<file path="src/rtl/fsel_pkg.sv">
package fsel_pkg;
  localparam int STATE_W = 3;

  typedef enum logic [STATE_W-1:0] {
    ST_RUN     = 3'd0,
    ST_LINE_OK = 3'd1,
    ST_IDLE    = 3'd2,
    ST_BLOCK   = 3'd3,
    ST_SQUASH  = 3'd4,
    ST_WAITRSP = 3'd5,
    ST_WAITRTY = 3'd6,
    ST_TRAP    = 3'd7
  } fetch_state_e;

  localparam logic POL_SINGLE = 1'b0;
  localparam logic POL_ROTATE = 1'b1;

  function automatic logic is_fetchable(fetch_state_e s);
    return (s == ST_RUN) || (s == ST_LINE_OK) || (s == ST_IDLE);
  endfunction
endpackage

</file>
<file path="src/rtl/fsel_elig.sv">
module fsel_elig
  import fsel_pkg::*;
#(
  parameter int N = 4
) (
  input  logic [N-1:0]         active_i,
  input  logic [N*STATE_W-1:0] status_i,
  output logic [N-1:0]         elig_o
);
  for (genvar gi = 0; gi < N; gi++) begin : g_thr
    fetch_state_e st;
    assign st         = fetch_state_e'(status_i[gi*STATE_W +: STATE_W]);
    assign elig_o[gi] = active_i[gi] & is_fetchable(st);
  end
endmodule

</file>
<file path="src/rtl/fsel_rr_list.sv">
module fsel_rr_list #(
  parameter int N   = 4,
  parameter int IDW = (N > 1) ? $clog2(N) : 1
) (
  input  logic           clk,
  input  logic           rst_n,
  input  logic [N-1:0]   elig_i,
  input  logic           en_i,
  output logic           pick_valid_o,
  output logic [IDW-1:0] pick_id_o
);
  localparam int SPAN = 1 << IDW;

  logic [IDW-1:0] lst_q [N];
  logic [IDW-1:0] lst_d [N];
  logic           hit;
  logic [IDW-1:0] pos;

  // scan from head to tail for the first eligible ID
  always_comb begin
    hit = 1'b0;
    pos = '0;
    for (int i = 0; i < N; i++) begin
      if (!hit && elig_i[lst_q[i]]) begin
        hit = 1'b1;
        pos = IDW'(i);
      end
    end
  end

  assign pick_valid_o = hit & en_i;
  assign pick_id_o    = lst_q[pos];

  // close the gap at pos, append the granted ID at the tail
  for (genvar gi = 0; gi < N; gi++) begin : g_next
    if (gi == N - 1) begin : g_tail
      assign lst_d[gi] = pick_id_o;
    end else begin : g_body
      assign lst_d[gi] = (gi < int'(pos)) ? lst_q[gi] : lst_q[gi+1];
    end
  end

  always_ff @(posedge clk) begin
    if (!rst_n) begin
      for (int i = 0; i < N; i++) lst_q[i] <= IDW'(i);
    end else if (pick_valid_o) begin
      for (int i = 0; i < N; i++) lst_q[i] <= lst_d[i];
    end
  end

  logic [N*IDW-1:0] lst_flat;
  logic [SPAN-1:0]  seen;
  always_comb begin
    seen = '0;
    for (int i = 0; i < N; i++) begin
      lst_flat[i*IDW +: IDW] = lst_q[i];
      seen[lst_q[i]]         = 1'b1;
    end
  end

  // the granted ID lands at the tail
  a_r3_tail_is_pick: assert property (@(posedge clk) disable iff (!rst_n)
    pick_valid_o |=> (lst_q[N-1] == $past(pick_id_o)));
  // the list always holds each ID exactly once
  a_r3_permutation: assert property (@(posedge clk) disable iff (!rst_n)
    $countones(seen) == N);
  // no grant, no movement
  a_r4_hold_list: assert property (@(posedge clk) disable iff (!rst_n)
    !pick_valid_o |=> $stable(lst_flat));
  // the grant goes to an eligible thread
  a_r2_pick_eligible: assert property (@(posedge clk) disable iff (!rst_n)
    pick_valid_o |-> elig_i[pick_id_o]);
endmodule

</file>
<file path="src/rtl/fetch_thread_sel.sv">
module fetch_thread_sel
  import fsel_pkg::*;
#(
  parameter int NUM_THREADS = 4,
  parameter int IDW = (NUM_THREADS > 1) ? $clog2(NUM_THREADS) : 1
) (
  input  logic                           clk,
  input  logic                           rst_n,
  input  logic                           policy_i,
  input  logic                           drain_i,
  input  logic [NUM_THREADS-1:0]         active_i,
  input  logic [NUM_THREADS*STATE_W-1:0] status_i,
  output logic                           pick_valid_o,
  output logic [IDW-1:0]                 pick_id_o,
  output logic                           cfg_err_o
);
  logic [NUM_THREADS-1:0] elig;

  fsel_elig #(.N(NUM_THREADS)) u_elig (
    .active_i (active_i),
    .status_i (status_i),
    .elig_o   (elig)
  );

  if (NUM_THREADS == 1) begin : g_single
    assign pick_valid_o = elig[0] & ~drain_i;
    assign pick_id_o    = '0;
    assign cfg_err_o    = 1'b0;
  end else begin : g_multi
    logic en;
    assign cfg_err_o = (policy_i == POL_SINGLE);
    assign en        = ~drain_i & (policy_i == POL_ROTATE);

    fsel_rr_list #(.N(NUM_THREADS), .IDW(IDW)) u_list (
      .clk          (clk),
      .rst_n        (rst_n),
      .elig_i       (elig),
      .en_i         (en),
      .pick_valid_o (pick_valid_o),
      .pick_id_o    (pick_id_o)
    );
  end

  // a granted thread is active and in a fetchable state
  a_r1_grant_fetchable: assert property (@(posedge clk) disable iff (!rst_n)
    pick_valid_o |-> (active_i[pick_id_o] &&
      (status_i[pick_id_o*STATE_W +: STATE_W] <= 3'd2)));
  // drain blocks all grants
  a_r5_drain_quiet: assert property (@(posedge clk) disable iff (!rst_n)
    drain_i |-> !pick_valid_o);
  // illegal policy raises the flag and blocks grants
  a_r8_illegal_quiet: assert property (@(posedge clk) disable iff (!rst_n)
    cfg_err_o |-> !pick_valid_o);
endmodule

</file>
<file path="config.mk">
export PLATFORM = sky130hd
export DESIGN_NAME = fetch_thread_sel
export DESIGN_NICKNAME = d
export VERILOG_FILES = /design/src/rtl/fsel_pkg.sv /design/src/rtl/fsel_elig.sv /design/src/rtl/fsel_rr_list.sv /design/src/rtl/fetch_thread_sel.sv
export SDC_FILE = /design/constraint.sdc
export NUM_CORES = 1
export LEC_CHECK = 0
export ABC_AREA = 1
export CORE_AREA = 5 5 46 48
export CTS_CLUSTER_DIAMETER = 80
export DETAILED_ROUTE_END_ITERATION = 12
export DIE_AREA = 0 0 51 53
export PLACE_DENSITY = 0.8
export SYNTH_ARGS = -nofsm -noshare
export SYNTH_HDL_FRONTEND = slang
export SYNTH_SLANG_ARGS = --single-unit
</file>
<file path="constraint.sdc">
create_clock -name clk -period 3.3 [get_ports clk]
set_input_delay 0.66 -clock clk [delete_from_list [all_inputs] [get_ports clk]]
set_output_delay 0.66 -clock clk [all_outputs]
set_load 0.02 [all_outputs]
</file>
==> summary.md, run 1 <==
| Metric | Value |
|---|---|
| I/O Buffers | 23 |
| First-pass GRT wire length | 3430 um |
| Boundary pin count | 24 |
| TritonCTS Buffers | 3 |
| Largest registers | g_multi.u_list.lst_q: 8 flops |
| CORE AREA | 1670 sq um |
| Final setup margin | 158 ps |
| Largest net degree at the start of global routing | 6 |
| Critical path class | input pin to primary output |
| Delay of the slowest critical-path stage | between 500 and 600 ps |
| Reg with most FFs | g_multi.u_list.lst_q |
| Final wirelength | 1980 um |
| Max clock buf depth | 2 |
| Post-CTS Setup Bufs | 0 |
| Kind of launch point of the worst setup path | input pin |
| Reg2reg path depth | 11 |
| Hold Vio Cnt, Final | 0 |
| Register area share after synthesis | 0.313 |
| Clk_lat worst skew | 260 ps |
| Hold path start | g_multi.u_list.lst_q[3][1]$_SDFFCE_PN1P_ |
| Final period utilization | 0.952 |
| Starting density of the core | 0.459 |
| Total gr overflow | 0 |
| Routed WL per cell | between 10 and 15 um |
| Beginning of the critical path | status_i[3] |
| Initial antenna violation count | 0 |
| Root Buffer | clkbuf_4 |
| DR pass1 iterations | 4 |
| Combinational Power Share | 0.416 |
| Worst Path Buf+Inv | 3 |
| Setup WS pre-CTS | -34.8 ps |
| Slew headroom | 0.812 |
| RSZ-0062 raised after global routing | no |
| Area Growth Syn to Fin | 34.4% |
| Post-Syn Nets | 131 |
| Ant diodes | 0 |
| Max Cap Viol | 0 |
| Vias in the first global route | 803 |
| Req. time, crit path | approximately 2600 ps |
| Worst r2r src | g_multi.u_list.lst_q[1][0]$_SDFFCE_PN1P_ |
| TritonCTS clock tree | done |
| Utilization after layout | 0.617 |
| Achievable Freq | between 0.3 and 0.4 GHz |
| Worst Skew | 5.91 ps |
| Hold/Removal Path Class | flop to flop |
| Antenna Nets Post-Route | 0 |
| Crit-path max FO | 4 |
| Syn Std Cell Area | 767 sq um |
| Vias per cell | 5.27 |
| Fillers | 149 |
| Max reg flops | 8 |
| Clock power share | 0.223 |
| Leakage | 0.497 nW |
| Slowest-stage cell, CP | clkdlybuf4s50_1 |
| CP arrival | 2480 ps |
| Critical path depth | 11 |
| 1st-iter DRT viols | 39 |
| Worst Tran Pin Value | 283 ps |
| Cell family with most CP delay | buffers and inverters |
| Most common cell after layout, fill and taps aside | nand2_1 |
| Minimum clock period | 3140 ps |
| Internal power | around 220 uW |
| Netlist cell types | 20 |
| Synth Register Bits | 8 |
| Final nets | approximately 160 |
| Most frequent cells in the layout | nand2_1 (28), clkdlybuf4s50_1 (21), nand3_1 (20) |
| Maximum VDD drop | 182 uV |
| P_sw | 123 uW |
| All-layer global routing usage | 0.170 |
| Share of layout cells above drive strength 1 | 0.206 |
| Dpl hpwl | roughly 1600 um |
| Residual DRC | 0 |
| DR vias | between 800 and 900 |
| Placer Congestion | 0.983 |
| Clock-pin slew on the worst setup and hold paths | 60 ps |
| Syn. warnings | 0 |
| CP Capture Type | primary output |
| Hold path depth | 2 |
| Die X | 51 um |
| Power per Cell Area | 335 nW/um^2 |
| Mapped Avg Cell Area | approximately 7 sq um |
| Die Y | 53 um |
| Reg power frac | 0.362 |
| Flip-flop and latch area | 240 sq um |
| Die ar. | 2700 sq um |
| # rows | 15 |
| Clk sinks | 8 |
| Status | finished clean |
| Placed Cells | 150 |
| Switching Fraction | 0.357 |
| Final setup violating endpoints | 0 |
| Slew Limit Fails | 0 |
| Multi-input gate area | 435 sq um |
| Syn Inst Count | 111 |
| Critical path, cell by cell | clkdlybuf4s50_1 > nand2_1 > nand3_1 > nand2_1 > nand3_1 > nand2_2 > nor2_2 > nand2_2 > nand2_4 > inv_1 > clkdlybuf4s50_1 |
| Htree depth | 1 |
| Non-Filler Instances | 153 |
-- worst reg2reg max path: stages, from the launching register on --
cell and delay, ps:
edfxtp_1 460, inv_2 140, nand4_1 120, nand2_1 80, nand2_1 40, nand2_1 80, nor2_2 60, inv_2 60
buf_4 100, nand2_1 40, nand2_1 130, o21a_1 180
-- through the flow --
step | hold WS, ps | total power [mW] | setup TNS, ps | cell area, sq um
detailed placement | 564 | 0.275 | -58.0 | 1010
floorplan | 531 | 0.224 | 0 | 767
finish | 574 | 0.346 | 0 | 1030
global placement | 559 | 0.273 | -12.0 | 1010
global route | 608 | 0.368 | 0 | 1030
CTS | 576 | 0.345 | 0 | 1030
-- layer usage --
metal  part of all wire  track usage  vias to the layer above
met1               0.41        0.190                      338
met5                  0            0                        -
li1                   -            -                      416
met3               0.10       0.0338                        5
met2               0.46        0.296                       47
met4              0.023        0.103                        0
-- cells by family after synthesis --
| logic type | synth area share |
|---|---|
| flops | 0.313 |
| buf+inv | 0.119 |
| simple gates | 0.532 |
| compound gates | 0.0359 |
-- synthesized netlist by cell type --
| library cell | instances | share of area |
|---|---|---|
| nand2_1 | 28 | 0.14 |
| nand3_1 | 20 | 0.13 |
| inv_1 | 14 | 0.069 |
| edfxtp_1 | 8 | 0.31 |
| nand2_2 | 8 | 0.065 |
| nand4_1 | 7 | 0.057 |
| nor2_2 | 7 | 0.057 |
| inv_2 | 4 | 0.020 |
| buf_4 | 2 | 0.020 |
| nor2_1 | 2 | 0.0098 |
| o21ai_1 | 2 | 0.013 |
| a21oi_1 | 1 | 0.0065 |
| inv_6 | 1 | 0.011 |
| nand2_4 | 1 | 0.015 |
| nand3_2 | 1 | 0.013 |
| nor2_4 | 1 | 0.015 |
| nor2_8 | 1 | 0.026 |
| nor3_1 | 1 | 0.0065 |
| o21a_1 | 1 | 0.0098 |
| o21ai_0 | 1 | 0.0065 |
-- power by group through the flow --
stage | combinational, mW | sequential, mW | clock, mW
5_1_grt | 0.158 | 0.126 | 0.0842
4_1_cts | 0.144 | 0.125 | 0.0767
2_1_floorplan | 0.0987 | 0.126 | 0
3_3_place_gp | 0.146 | 0.127 | 0
6_report | 0.144 | 0.125 | 0.0769
3_5_place_dp | 0.148 | 0.127 | 0
-- final timing paths --
kind | end | slack (ps)
worst max-delay path | pick_valid_o | 160
worst min-delay path | g_multi.u_list.lst_q[2][1]$_SDFFCE_PN1P_ | 570
worst max register to register | g_multi.u_list.lst_q[0][1]$_SDFFCE_PN0P_ | 1520
worst min register to register | g_multi.u_list.lst_q[2][1]$_SDFFCE_PN1P_ | 570
-- layout make-up --
type	instances	share of cell area
Tap cell	17	0.0206
Sequential cell	8	0.233
Inverter	19	0.0740
Timing Repair Buffer	24	0.228
Multi-Input combinational cell	82	0.422
Clock buffer	3	0.0218
-- what timing repair did --
item                       CTS  global route
hold buffers                 0             0
gates resized for setup      2             0
setup endpoints to repair    2             0
(Power assumes the default switching activity.)
==> run 2, diff against run 1 <==
--- a/config.mk
+++ b/config.mk
@@ -10,6 +10,7 @@
 export CTS_CLUSTER_DIAMETER = 80
 export DETAILED_ROUTE_END_ITERATION = 12
 export DIE_AREA = 0 0 51 53
+export GPL_ROUTABILITY_DRIVEN = 0
 export PLACE_DENSITY = 0.8
 export SYNTH_ARGS = -nofsm -noshare
 export SYNTH_HDL_FRONTEND = slang
==> summary.md, run 2 (synthesis results as in run 1) <==
| Metric | Value |
|---|---|
| Status | finished clean (unchanged) |
| Minimum clock period | 3130 ps (was 3140 ps) |
| Crit-path max FO | 5 (was 4) |
| Routed WL per cell | 13.3 um (was 12.9 um) |
| Final nets | 158 (unchanged) |
| Final Power | 348 uW (was 346 uW) |
| Max reg flops | 8 (unchanged) |
| Slowest-stage cell, CP | clkdlybuf4s50_1 (unchanged) |
| Hold slack | 582 ps (was 574 ps) |
| Utilization after layout | 0.619 (was 0.617) |
| Hold_buf cts | 0 (unchanged) |
| Setup WS pre-CTS | -55.2 ps (was -34.8 ps) |
| Worst Tran Pin Value | 257 ps (was 283 ps) |
| Die Y | 53 um (unchanged) |
| Starting density of the core | 0.459 (unchanged) |
| Clk sinks | 8 (unchanged) |
| Clock-pin slew on the worst setup and hold paths | 60 ps (about the same) |
| Placed cell areas | 1010 sq um (unchanged) |
| RSZ-0062 raised after global routing | no (unchanged) |
| Antenna Nets Post-Route | 0 (unchanged) |
| Hold Vio Cnt, Final | 0 (unchanged) |
| CP Capture Type | primary output (unchanged) |
| Finished Cell Area | 1030 sq um (about the same) |
| Reg with most FFs | g_multi.u_list.lst_q (unchanged) |
| Reg2Reg Capture Point | g_multi.u_list.lst_q[0][0]$_SDFFCE_PN0P_ (was g_multi.u_list.lst_q[0][1]$_SDFFCE_PN0P_) |
| DR vias | 837 (was 806) |
| Leakage | 0.513 nW (was 0.497 nW) |
| Final setup violating endpoints | 0 (unchanged) |
| Worst hold endpoint | g_multi.u_list.lst_q[2][1]$_SDFFCE_PN1P_ (unchanged) |
| Final setup margin | 168 ps (was 158 ps) |
| TritonCTS Buffers | 3 (unchanged) |
| Largest net degree at the start of global routing | 6 (unchanged) |
| Worst Skew | 10.9 ps (was 5.91 ps) |
| Htree depth | 1 (unchanged) |
| Kind of launch point of the worst setup path | input pin (unchanged) |
| Max Cap Viol | 0 (unchanged) |
| Post-Route Setup TNS | 0 ps (unchanged) |
| Most frequent cells in the layout | nand2_1 (28), nand3_1 (20), clkdlybuf4s50_1 (20) (was nand2_1 (28), clkdlybuf4s50_1 (21), nand3_1 (20)) |
| Maximum VDD drop | 172 uV (was 182 uV) |
| Placed Cells | 150 (unchanged) |
| Root Buffer | clkbuf_4 (unchanged) |
| Ant diodes | 0 (unchanged) |
| Hold path depth | 2 (unchanged) |
| Clk_lat worst skew | 270 ps (was 260 ps) |
| Total gr overflow | 0 (unchanged) |
| # rows | 15 (unchanged) |
| DR pass1 iterations | 4 (unchanged) |
| Most common cell after layout, fill and taps aside | nand2_1 (unchanged) |
| Slew headroom | 0.828 (was 0.812) |
| Reg2Reg Setup Slack | 1530 ps (was 1520 ps) |
| Boundary pin count | 24 (unchanged) |
| CORE AREA | 1670 sq um (unchanged) |
| Worst r2r src | g_multi.u_list.lst_q[1][0]$_SDFFCE_PN1P_ (unchanged) |
| Vias in the first global route | 822 (was 803) |
| First-pass GRT wire length | 3440 um (was 3430 um) |
| Cell family with most CP delay | simple AND/OR/NAND/NOR gates (was buffers and inverters) |
| Most common cell on crit path | nand2_2 |
| Reg2reg path depth | 11 (unchanged) |
| Final period utilization | 0.949 (was 0.952) |
| Non-Filler Instances | 153 (unchanged) |
| Critical path class | input pin to primary output (unchanged) |
| 1st-iter DRT viols | 27 (was 39) |
| Worst Path Buf+Inv | 2 (was 3) |
| Die X | 51 um (unchanged) |
| TritonCTS clock tree | done (unchanged) |
| CP arrival | 2470 ps (was 2480 ps) |
| Residual DRC | 0 (unchanged) |
| Req. time, crit path | 2640 ps (about the same) |
| Hold path start | g_multi.u_list.lst_q[3][1]$_SDFFCE_PN1P_ (unchanged) |
| I/O Buffers | 23 (unchanged) |
| Max clock buf depth | 2 (unchanged) |
| Slew Limit Fails | 0 (unchanged) |
| Final wirelength | 2040 um (was 1980 um) |
| Share of layout cells above drive strength 1 | 0.206 (unchanged) |
| All-layer global routing usage | 0.175 (was 0.170) |
| Dpl hpwl | 1640 um (was 1600 um) |
| Die ar. | 2700 sq um (unchanged) |
| Initial antenna violation count | 0 (unchanged) |
| Hold/Removal Path Class | flop to flop (unchanged) |
| Achievable Freq | 0.319 GHz (was 0.318 GHz) |
| Area Growth Syn to Fin | 34.7% (was 34.4%) |
| Vias per cell | 5.47 (was 5.27) |
| Delay of the slowest critical-path stage | 500 ps (was 530 ps) |
| Critical path, cell by cell | clkdlybuf4s50_1 > nand3_1 > nand2_1 > nand3_1 > nand2_2 > nand2_2 > nand2_2 > nand2_2 > nand2_1 > nand3_1 > nand2_1 > dlygate4sd2_1 (was clkdlybuf4s50_1 > nand2_1 > nand3_1 > nand2_1 > nand3_1 > nand2_2 > nor2_2 > nand2_2 > nand2_4 > inv_1 > clkdlybuf4s50_1) |
| Largest registers | g_multi.u_list.lst_q: 8 flops (unchanged) |
| Power per Cell Area | 336 nW/um^2 (was 335 nW/um^2) |
## run 2: metal layers
metal	vias up	share of wire	global-route usage
li1	415	-	-
met1	370	0.39	0.170
met2	46	0.47	0.309
met3	6	0.10	0.0451
met4	0	0.032	0.143
met5	-	0	0
## run 2: what timing repair did
| action | in CTS | in global routing |
|---|---|---|
| gates resized for setup | 2 | 1 |
| buffers inserted | 0 | 0 |
| setup endpoints to repair | 2 | 1 |
## run 2: worst register-to-register path: stages, from the launching register on
cell and delay (ps):
edfxtp_1 470, inv_2 130, nand4_1 110, nand2_1 70
nand2_1 50, nand2_1 80, nor2_2 60, inv_2 60
buf_4 100, nand2_1 40, nand2_1 120, o21a_1 180
## run 2: cell type report
type,instances,area (sq um)
Fill cell,152,637
Sequential cell,8,240
Timing Repair Buffer,24,238
Tap cell,17,21.3
Inverter,19,76.3
Clock buffer,3,22.5
Multi-Input combinational cell,82,435
## run 2: worst max path at each step
stage           startpoint  cells after the start  slack [ps]           end
3_3_place_gp   active_i[2]                     14         -10  pick_id_o[0]
2_1_floorplan  active_i[2]                     13        1040  pick_id_o[0]
3_5_place_dp   active_i[2]                     14         -60  pick_id_o[0]
6_report       active_i[1]                     12         170  pick_id_o[0]
4_1_cts        status_i[3]                     11         160  pick_valid_o
5_1_grt        status_i[1]                     12          50  pick_id_o[0]
## run 2: report_power, final
part | switching [mW] | leakage [nW] | total [mW] | internal [mW]
clock network | 0.0348 | 0.0138 | 0.0765 | 0.0417
logic | 0.0857 | 0.428 | 0.146 | 0.0601
registers | 0.00500 | 0.0709 | 0.125 | 0.120
==> run 3, diff against run 2 <==
--- a/config.mk
+++ b/config.mk
@@ -8,6 +8,7 @@
 export ABC_AREA = 1
 export CORE_AREA = 5 5 46 48
 export CTS_CLUSTER_DIAMETER = 80
+export CTS_CLUSTER_SIZE = 25
 export DETAILED_ROUTE_END_ITERATION = 12
 export DIE_AREA = 0 0 51 53
 export GPL_ROUTABILITY_DRIVEN = 0
==> results of run 3 <==
The final DEF is identical to that of run 2; final timing and power are the same.
